===== src/rtl/shr_pkg.sv =====
package shr_pkg;
  // Hole byte as stored: config bits 7:2, most significant first.
  typedef struct packed {
    logic [1:0] spare;
    logic       e_win_ext;
    logic       f_win_ext;
    logic       vga_dram;
    logic       base_win_ext;
  } hole_cfg_t;

  localparam int unsigned HOLE_KEEP_LSB = 2;

  function automatic hole_cfg_t hole_from_byte(input logic [7:0] b);
    return hole_cfg_t'(b[7:HOLE_KEEP_LSB]);
  endfunction

  function automatic logic in_window(input logic [63:0] addr,
                                     input logic [63:0] base,
                                     input logic [63:0] span);
    return (addr >= base) && (addr < base + span);
  endfunction
endpackage


===== src/rtl/shr_cfg_regs.sv =====
module shr_cfg_regs
  import shr_pkg::*;
#(
  parameter  int SEG_COUNT = 16,
  localparam int NB        = SEG_COUNT / 8,
  localparam int CFG_AW    = $clog2(2 * NB + 1)
) (
  input  logic                 clk,
  input  logic                 rst_n,
  input  logic                 cfg_we,
  input  logic [CFG_AW-1:0]    cfg_addr,
  input  logic [7:0]           cfg_wdata,
  output logic [SEG_COUNT-1:0] rd_en,
  output logic [SEG_COUNT-1:0] wr_en,
  output hole_cfg_t            hole
);
  localparam logic [CFG_AW-1:0] HOLE_SEL = CFG_AW'(2 * NB);

  logic [7:0] rd_q [NB];
  logic [7:0] wr_q [NB];
  hole_cfg_t  hole_q;

  for (genvar b = 0; b < NB; b++) begin : g_byte
    localparam logic [CFG_AW-1:0] RD_SEL = CFG_AW'(b);
    localparam logic [CFG_AW-1:0] WR_SEL = CFG_AW'(NB + b);

    always_ff @(posedge clk or negedge rst_n) begin
      if (!rst_n)                           rd_q[b] <= '0;
      else if (cfg_we && cfg_addr == RD_SEL) rd_q[b] <= cfg_wdata;
    end

    always_ff @(posedge clk or negedge rst_n) begin
      if (!rst_n)                           wr_q[b] <= '0;
      else if (cfg_we && cfg_addr == WR_SEL) wr_q[b] <= cfg_wdata;
    end

    assign rd_en[b*8 +: 8] = rd_q[b];
    assign wr_en[b*8 +: 8] = wr_q[b];
  end

  always_ff @(posedge clk or negedge rst_n) begin
    if (!rst_n)                             hole_q <= '0;
    else if (cfg_we && cfg_addr == HOLE_SEL) hole_q <= hole_from_byte(cfg_wdata);
  end

  assign hole = hole_q;
endmodule


===== src/rtl/shr_seg_lookup.sv =====
module shr_seg_lookup #(
  parameter  int                ADDR_W     = 32,
  parameter  int                SEG_COUNT  = 16,
  parameter  int                SEG_SHIFT  = 14,
  parameter  logic [ADDR_W-1:0] BASE       = ADDR_W'(32'h000C_0000),
  parameter  logic [ADDR_W-1:0] BIOS_START = ADDR_W'(32'h000E_0000),
  localparam int                IDX_W      = $clog2(SEG_COUNT)
) (
  input  logic [ADDR_W-1:0]    addr,
  input  logic                 is_write,
  input  logic [SEG_COUNT-1:0] rd_en,
  input  logic [SEG_COUNT-1:0] wr_en,
  output logic                 hit,
  output logic                 to_dram,
  output logic                 bios_rd,
  output logic                 bios_wr
);
  localparam logic [ADDR_W-1:0] SPAN      = ADDR_W'(SEG_COUNT) << SEG_SHIFT;
  localparam int                BIOS_FIRST = int'((BIOS_START - BASE) >> SEG_SHIFT);

  function automatic logic [SEG_COUNT-1:0] bios_mask_f();
    logic [SEG_COUNT-1:0] m;
    for (int i = 0; i < SEG_COUNT; i++) m[i] = (i >= BIOS_FIRST);
    return m;
  endfunction

  localparam logic [SEG_COUNT-1:0] BIOS_MASK = bios_mask_f();

  logic [ADDR_W-1:0]    offset;
  logic [IDX_W-1:0]     idx;
  logic [SEG_COUNT-1:0] sel_en;

  always_comb begin
    offset  = addr - BASE;
    hit     = (addr >= BASE) && (offset < SPAN);
    idx     = offset[SEG_SHIFT +: IDX_W];
    sel_en  = is_write ? wr_en : rd_en;
    to_dram = sel_en[idx];
  end

  assign bios_rd = |(rd_en & BIOS_MASK);
  assign bios_wr = |(wr_en & BIOS_MASK);
endmodule


===== src/rtl/shr_hole_decode.sv =====
module shr_hole_decode
  import shr_pkg::*;
#(
  parameter logic [31:0] ADDR_W_DUMMY = 0,
  parameter int          ADDR_W       = 32,
  parameter logic [ADDR_W-1:0] BASE_WIN = ADDR_W'(32'h0008_0000),
  parameter logic [ADDR_W-1:0] VGA_WIN  = ADDR_W'(32'h000A_0000),
  parameter logic [ADDR_W-1:0] LOW_SPAN = ADDR_W'(32'h0002_0000),
  parameter logic [ADDR_W-1:0] E_WIN    = ADDR_W'(32'h00E0_0000),
  parameter logic [ADDR_W-1:0] F_WIN    = ADDR_W'(32'h00F0_0000),
  parameter logic [ADDR_W-1:0] HI_SPAN  = ADDR_W'(32'h0010_0000)
) (
  input  logic [ADDR_W-1:0] addr,
  input  logic [ADDR_W-1:0] mem_size,
  input  hole_cfg_t         hole,
  output logic              ext
);
  logic in_base, in_vga, in_e, in_f;

  always_comb begin
    in_base = in_window(64'(addr), 64'(BASE_WIN), 64'(LOW_SPAN));
    in_vga  = in_window(64'(addr), 64'(VGA_WIN),  64'(LOW_SPAN));
    in_e    = in_window(64'(addr), 64'(E_WIN),    64'(HI_SPAN)) && (mem_size > E_WIN);
    in_f    = in_window(64'(addr), 64'(F_WIN),    64'(HI_SPAN)) && (mem_size > F_WIN);

    if (in_vga)                        ext = !hole.vga_dram;
    else if (in_base)                  ext = hole.base_win_ext;
    else if (in_e && hole.e_win_ext)   ext = 1'b1;
    else if (in_f && hole.f_win_ext)   ext = 1'b1;
    else                               ext = (addr >= mem_size);
  end
endmodule


===== src/rtl/shadow_hole_router.sv =====
module shadow_hole_router
  import shr_pkg::*;
#(
  parameter  int ADDR_W    = 32,
  parameter  int SEG_COUNT = 16,
  parameter  int SEG_SHIFT = 14,
  localparam int NB        = SEG_COUNT / 8,
  localparam int CFG_AW    = $clog2(2 * NB + 1)
) (
  input  logic              clk,
  input  logic              rst_n,
  input  logic              cfg_we,
  input  logic [CFG_AW-1:0] cfg_addr,
  input  logic [7:0]        cfg_wdata,
  input  logic [ADDR_W-1:0] mem_size,
  input  logic              req_valid,
  output logic              req_ready,
  input  logic [ADDR_W-1:0] req_addr,
  input  logic              req_write,
  output logic              rsp_valid,
  input  logic              rsp_ready,
  output logic              rsp_ext,
  output logic              bios_rd_shadowed,
  output logic              bios_wr_shadowed
);
  logic [SEG_COUNT-1:0] rd_en, wr_en;
  hole_cfg_t            hole;
  logic                 seg_hit, seg_dram, hole_ext, route_ext, take;

  shr_cfg_regs #(.SEG_COUNT(SEG_COUNT)) u_regs (
    .clk      (clk),
    .rst_n    (rst_n),
    .cfg_we   (cfg_we),
    .cfg_addr (cfg_addr),
    .cfg_wdata(cfg_wdata),
    .rd_en    (rd_en),
    .wr_en    (wr_en),
    .hole     (hole)
  );

  shr_seg_lookup #(
    .ADDR_W   (ADDR_W),
    .SEG_COUNT(SEG_COUNT),
    .SEG_SHIFT(SEG_SHIFT)
  ) u_seg (
    .addr    (req_addr),
    .is_write(req_write),
    .rd_en   (rd_en),
    .wr_en   (wr_en),
    .hit     (seg_hit),
    .to_dram (seg_dram),
    .bios_rd (bios_rd_shadowed),
    .bios_wr (bios_wr_shadowed)
  );

  shr_hole_decode #(.ADDR_W(ADDR_W)) u_hole (
    .addr    (req_addr),
    .mem_size(mem_size),
    .hole    (hole),
    .ext     (hole_ext)
  );

  assign route_ext = seg_hit ? !seg_dram : hole_ext;
  assign req_ready = !rsp_valid || rsp_ready;
  assign take      = req_valid && req_ready;

  always_ff @(posedge clk or negedge rst_n) begin
    if (!rst_n) begin
      rsp_valid <= 1'b0;
      rsp_ext   <= 1'b0;
    end else if (take) begin
      rsp_valid <= 1'b1;
      rsp_ext   <= route_ext;
    end else if (rsp_ready) begin
      rsp_valid <= 1'b0;
    end
  end
endmodule


===== config.mk =====
export PLATFORM = sky130hd
export DESIGN_NAME = shadow_hole_router
export DESIGN_NICKNAME = d
export VERILOG_FILES = /design/src/rtl/shr_pkg.sv /design/src/rtl/shr_cfg_regs.sv /design/src/rtl/shr_seg_lookup.sv /design/src/rtl/shr_hole_decode.sv /design/src/rtl/shadow_hole_router.sv
export SDC_FILE = /design/constraint.sdc
export NUM_CORES = 1
export LEC_CHECK = 0
export BUFFER_PORTS_ARGS = -buffer_cell sky130_fd_sc_hd__buf_4
export CAP_MARGIN = 20
export CORE_ASPECT_RATIO = 0.6
export CORE_MARGIN = 2
export CORE_UTILIZATION = 50
export DETAILED_ROUTE_END_ITERATION = 8
export PLACE_DENSITY_LB_ADDON = 0.15
export SLEW_MARGIN = 20
export SYNTH_ARGS = -nofsm -noshare
export SYNTH_HDL_FRONTEND = slang
export SYNTH_SLANG_ARGS = --single-unit

===== constraint.sdc =====
create_clock -name clk -period 2.3 [get_ports clk]
set_clock_uncertainty 0.2 [all_clocks]
set_input_delay 0.345 -clock clk [delete_from_list [all_inputs] [get_ports clk]]
set_output_delay 0.345 -clock clk [all_outputs]
set_load 0.1 [all_outputs]

## Word level (Yosys, flattened, before mapping)

Cells that the tools add are included.

| word-level totals | value |
|---|---|
| register bits after elaboration | 38 |
| input port bits | 81 |
| output and inout bits | 5 |
| logic and storage cells | 62 |

| cells by class | value |
|---|---|
| add/sub/neg operators | 1 |
| magnitude comparators | 14 |
| eq/ne operators | 4 |
| muxes and demuxes | 10 |
| reduce and logical (&&, ||, !) cells | 23 |

Operator list:

| kind | count |
|---|---|
| >= comparator 32 x 20 -> 1 bit (second input constant) | 3 |
| >= comparator 32 x 24 -> 1 bit (second input constant) | 2 |
| > comparator 32 x 24 -> 1 bit (second input constant) | 2 |
| < comparator 32 x 20 -> 1 bit (second input constant) | 2 |
| >= comparator 32 bit | 1 |
| < comparator 32 x 19 -> 1 bit (second input constant) | 1 |
| < comparator 32 x 24 -> 1 bit (second input constant) | 1 |
| < comparator 32 x 25 -> 1 bit (second input constant) | 1 |
| subtractor 32 x 20 -> 32 bit (second input constant) | 1 |
| two-way mux 16 bit | 1 |
| OR reduction 8 bit | 2 |
| logical AND 1 bit | 15 |
| two-way mux 1 bit | 8 |
| == test 3 x 2 -> 1 bit (second input constant) | 2 |
| < comparator 4 x 5 -> 1 bit (second input constant) | 1 |
| binary-select mux 1 bit (select 4 bit) | 1 |
| == test 3 x 1 -> 1 bit (second input constant) | 1 |
| == test 3 bit (second input constant) | 1 |
| logical NOT 1 bit | 3 |
| logical NOT 3 bit | 1 |
| nonzero test 2 bit | 1 |
| logical OR 1 bit | 1 |

## Longest topological paths before layout

| logic depth | value |
|---|---|
| word-level depth | 9 |
| gate-level depth with buffers | 8 |
| depth with buffers taken out | 8 |

## Modules after synthesis

From an unflattened synthesis, not the netlist that was laid out.

| unflattened totals | value |
|---|---|
| cells, all modules | 289 |
| area total of the unflattened synthesis | 2,946.6 um2 |

By module, submodules not included:

| module | instances | cells each | area an instance (um2) | seq. area each (um2) |
|---|---|---|---|---|
| shr_cfg_regs | 1 | 84 | 1,456.4 | 950.9 |
| shr_hole_decode | 1 | 144 | 1,002.2 | 0.0 |
| shr_seg_lookup | 1 | 53 | 389.1 | 0.0 |
| shadow_hole_router | 1 | 8 | 98.8 | 50.0 |

## Worst setup path before layout

Ideal clock, no wire load.

| timing path | value |
|---|---|
| path type | reg2reg |
| start point | register rsp_valid |
| end point | register rsp_ext |
| setup time | 0.137 ns |
| data arrival time | 2.581 ns |
| data required time | 1.963 ns |
| setup slack | -0.618 ns |
| cell stages (with the launch flop) | 7 |
| path buffers | 0 |
| clock period less this slack | 2.918 ns |
| cells stage by stage | dfrtp_1 > nand2b_1 > nand2_1 > a2111oi_0 > o311ai_0 > nor4b_1 > a211oi_2 |

| between the ends | value |
|---|---|
| cells in the longest elaborated chain, start to end | 3 |

RTL lines:

| item | line | source |
|---|---|---|
| from (decl) | shadow_hole_router.sv:20 | `output logic rsp_valid,` |
| from (signal assigned) | shadow_hole_router.sv:69 | `rsp_valid <= 1'b0;` |
| from (signal assigned) | shadow_hole_router.sv:72 | `rsp_valid <= 1'b1;` |
| from (signal assigned) | shadow_hole_router.sv:75 | `rsp_valid <= 1'b0;` |
| logical NOT 1 bit | shadow_hole_router.sv:64 | `assign req_ready = !rsp_valid \|\| rsp_ready;` |
| logical OR 1 bit | shadow_hole_router.sv:64 |  |
| via req_ready | shadow_hole_router.sv:17 | `output logic req_ready,` |
| logical AND 1 bit | shadow_hole_router.sv:65 | `assign take = req_valid && req_ready;` |
| to (signal assigned) | shadow_hole_router.sv:73 | `rsp_ext <= route_ext;` |
| to (decl) | shadow_hole_router.sv:22 | `output logic rsp_ext,` |

The timed path passes the listed nets, and every way through them passes these cells.
A chain may end at the register's enable or synchronous reset.

## Worst setup path after layout

| timing path | value |
|---|---|
| start point | input mem_size[29] |
| end point | register rsp_ext |

| between the ends | value |
|---|---|
| cells in the longest elaborated chain, start to end | 8 |
| elaborated cells between the ends (all ways) | 12 |
| those cells by class | 3 x order compare; 5 x mux; 4 x reduce/logical |

RTL lines:

| item | line | source |
|---|---|---|
| from (decl) | shadow_hole_router.sv:15 | `input logic [ADDR_W-1:0] mem_size,` |
| > comparator 32 x 24 -> 1 bit | shr_hole_decode.sv:24 | `in_f = in_window(64'(addr), 64'(F_WIN), 64'(HI_SPAN)) && (mem_size > F_WIN);` |
| logical AND 1 bit | shr_hole_decode.sv:24 |  |
| logical AND 1 bit | shr_hole_decode.sv:29 | `else if (in_f && hole.f_win_ext) ext = 1'b1;` |
| two-way mux 1 bit | shr_hole_decode.sv:29 |  |
| two-way mux 1 bit * | shr_hole_decode.sv:28 | `else if (in_e && hole.e_win_ext) ext = 1'b1;` |
| two-way mux 1 bit * | shr_hole_decode.sv:27 | `else if (in_base) ext = hole.base_win_ext;` |
| two-way mux 1 bit * | shr_hole_decode.sv:26 | `if (in_vga) ext = !hole.vga_dram;` |
| two-way mux 1 bit * | shadow_hole_router.sv:63 | `assign route_ext = seg_hit ? !seg_dram : hole_ext;` |

Every way passes the cells marked *; elsewhere a longest branch is shown, timed or not.

==> flow_summary.ini <==
[layout]
syn_to_final_growth_pct = 31.8
drive_above_1_share_pct = 42.1
final_util_pct = 70.4
n_antenna_cell = 0
final_cells = 422
fill_cells = 405
postLayoutCellArea_um2 = 3670
ff_latch_area_um2 = 952
multiInputGateArea_um2 = 1690
num-nets-final = 469

[clocking]
htreeDepth = 2
clk_pin_slew_ns = 0.07
ctsRootBufferMaster = clkbuf_8
clk_latency_ns = 0.28
cts_tree = yes
ctsLongestPathBuffers = 2
clock-sinks = 38
cts_setup_buffers = 0
cts_made_buffers = 5

[detailed_routing]
num_vias = 2399
routed_via_density = 5.68
routed_wl_um = 6940
detail_route.first_pass.iterations = 4
drtIter0Drc = 100
wl_per_cell_um = 16.4
ant_nets = 0
drc = 0

[worst_setup_path]
worstSetupStartpointType = input port
cp-endpoint = rsp_ext$_DFFE_PN0P_
critPathArrivalTime_ns = 2.13
max_stage_delay_ns = 0.44
r2r-start = u_regs.wr_en[5]$_DFFE_PN0P_
critical_path_peak_fanout = 2
cp.required_ns = 2.27
slowest_stage = a2111oi_2
endpoint_kind = register
setup.worst_path.class = input port to register
cp_cell_sequence = buf_4 > inv_1 > ha_1 > a21oi_1 > o21ai_0 > a2111oi_2 > o311ai_0 > nor4b_1 > a211oi_2
r2r_slack_ns = 0.24
crit_start = mem_size[29]
r2r_end = rsp_ext$_DFFE_PN0P_
worstRegToRegCells = 6

[timing]
clock.fmax_mhz = 463
final-max-slew-violation-count = 0
finalCritPeriodShare_pct = 93.9
hold_violations = 0
finalSetupViolCount = 0
max-slew-margin-rel_pct = 65.9
tightest_slew_ns = 0.509
fin_crit_ns = 2.16

[global_routing]
grt_busiest_layer = met1
grt_usage_pct = 24.2
met1_usage_pct = 36.3
grt_max_degree = 39
grt_pass1_wl_um = 11300
met3_usage_pct = 6.15
grt_overflow = 0
gr-usage-met2_pct = 36.0
antenna_found_initial = 0
grt_pass1_vias = 2334

[floorplanning]
die_h_um = 61.8
die_area_um2 = 6200
core-area_um2 = 5200
fp.dieW_um = 100
ioPinCount = 86
rows = 20
start_util_pct = 53.4

[place]
place_congestion = 0.858
dp.cells = 414
portBuffers = 85
place.detailed.hpwl_um = 5630
post_dp_cell_area_um2 = 3560

[logic_synthesis]
synth_edf_count = 0
syn_inst = 258
netlist_area_um2 = 2780
synthFlopType = dfrtp_1
async_reset_ff_share_pct = 100
syn-num-nets = 371
yosys_warnings = 0
ys_ff_latch = 38
syn_avg_cell_area_um2 = 10.8
synth_seq_area_share_pct = 34.2
synth_cell_type_count = 39

[power_and_ir_drop]
clockPowerShare_pct = 21.9
switching_share_pct = 30.4
combPwrFrac_pct = 32.0
power_density_nw_per_um2 = 537
ir_drop_uv = 385
internal_power_mw = 1.37
finalPower_mw = 1.97
power_frac_seq_pct = 46.1
p_switching_mw = 0.598
power.leakage_nw = 1.79

[worst_hold_path]
worstHoldPathType = input port to register

[job]
drv_cap = 0

[status]
status = completed
metrics by stage:
| stage | TNS (ns) | hold WS (ns) | setup slack [ns] |
|---|---|---|---|
| final | 0 | 0.0941 | 0.141 |
| after global routing | -0.0136 | 0.0951 | -0.0136 |
| after CTS | 0 | 0.0902 | 0.00849 |
| after detailed placement | -0.387 | 0.137 | -0.387 |
| after global placement | -0.399 | 0.138 | -0.399 |
| after floorplan | 0 | -0.151 | 0.127 |
final cells by class:
type                    instances  share of cell area [%]
repair buffers                 96                    20.1
inverters                      35                    3.58
flip-flops and latches         38                    26.0
clock buffers                   5                    1.88
well taps                      66                    2.25
multi-input cells             180                    46.0
clock inverters                 2                   0.273
how the worst min path moves through the flow:
| stage | startpoint | endpoint | slack (ns) | cells after the start |
|---|---|---|---|---|
| floorplan | rst_n | rsp_ext$_DFFE_PN0P_ | -0.15 | 0 |
| global placement | rst_n | u_regs.rd_en[6]$_DFFE_PN0P_ | 0.14 | 1 |
| detailed placement | rst_n | u_regs.rd_en[6]$_DFFE_PN0P_ | 0.14 | 1 |
| CTS | req_valid | rsp_valid$_DFFE_PN0P_ | 0.09 | 2 |
| global route | req_valid | rsp_valid$_DFFE_PN0P_ | 0.1 | 2 |
| finish | req_valid | rsp_valid$_DFFE_PN0P_ | 0.09 | 2 |
metal layers:
metal	wire length (um)	up-vias
met5	0	-
met4	53	0
met3	517	8
met2	2900	78
met1	3470	1154
li1	-	1159
synthesized netlist by cell type, drive strengths merged (3+ instances only):
cell type | n | area (um2)
a2111oi | 3 | 26.3
a21oi | 15 | 75.1
clkbuf | 3 | 11.3
dfrtp | 38 | 951
ha | 32 | 400
inv | 35 | 131
mux2 | 35 | 394
mux2i | 5 | 50.1
mux4 | 8 | 195
nand2 | 20 | 75.1
nand2b | 4 | 25.0
nand3 | 4 | 20.0
nand4 | 3 | 18.8
nor4 | 14 | 87.6
o21ai | 7 | 35.0
or4 | 3 | 26.3
logic make-up after synthesis:
group | after synthesis | share of synthesized area (%)
simple gates | 63 | 13.8
mux | 48 | 23.0
buf+inv | 40 | 5.94
flops | 38 | 34.2
compound gates | 37 | 8.68
fa+ha+maj | 32 | 14.4
cells in the final DEF, fill, tap and decap left out, drive strengths merged, types with 4 or more instances in the layout:
| master | synthesis | layout |
|---|---|---|
| mux2i | 5 | 5 |
| nand2b | 4 | 4 |
| o21ai | 7 | 7 |
| a21oi | 15 | 15 |
| inv | 35 | 35 |
| ha | 32 | 32 |
| nand2 | 20 | 20 |
| buf | 2 | 95 |
| mux4 | 8 | 8 |
| dfrtp | 38 | 38 |
| nand3 | 4 | 4 |
| mux2 | 35 | 35 |
| clkbuf | 3 | 5 |
| nor4 | 14 | 14 |
registers in the layout (all words and copies together), names as in the netlist:
name	count
u_regs.rd_en	16
u_regs.wr_en	16
u_regs.hole	4
rsp_ext	1
rsp_valid	1
power groups by stage:
stage | clock (mW) | combinational, mW | sequential (mW)
6_report | 0.431 | 0.630 | 0.907
5_1_grt | 0.480 | 0.695 | 0.922
4_1_cts | 0.446 | 0.630 | 0.904
3_5_place_dp | 0 | 0.626 | 0.917
3_3_place_gp | 0 | 0.605 | 0.907
2_1_floorplan | 0 | 0.365 | 0.912
critical path, delay by kind of cell:
family / cells / cell delay, ns
AO/OA/AOI/OAI: 5 / 0.99
AND/OR/NAND/NOR: 1 / 0.36
adder cells (fa/ha/maj): 1 / 0.30
buffers and inverters: 2 / 0.13
repair_timing:
item                                    in CTS  in global routing
pin swaps                                    0                  0
gates resized for setup                      1                  2
hold buffers                                 1                  0
hold endpoints to repair                    38                  0
endpoints found under the setup margin       1                  1
Note: power is estimated with default switching activity, not from simulation.
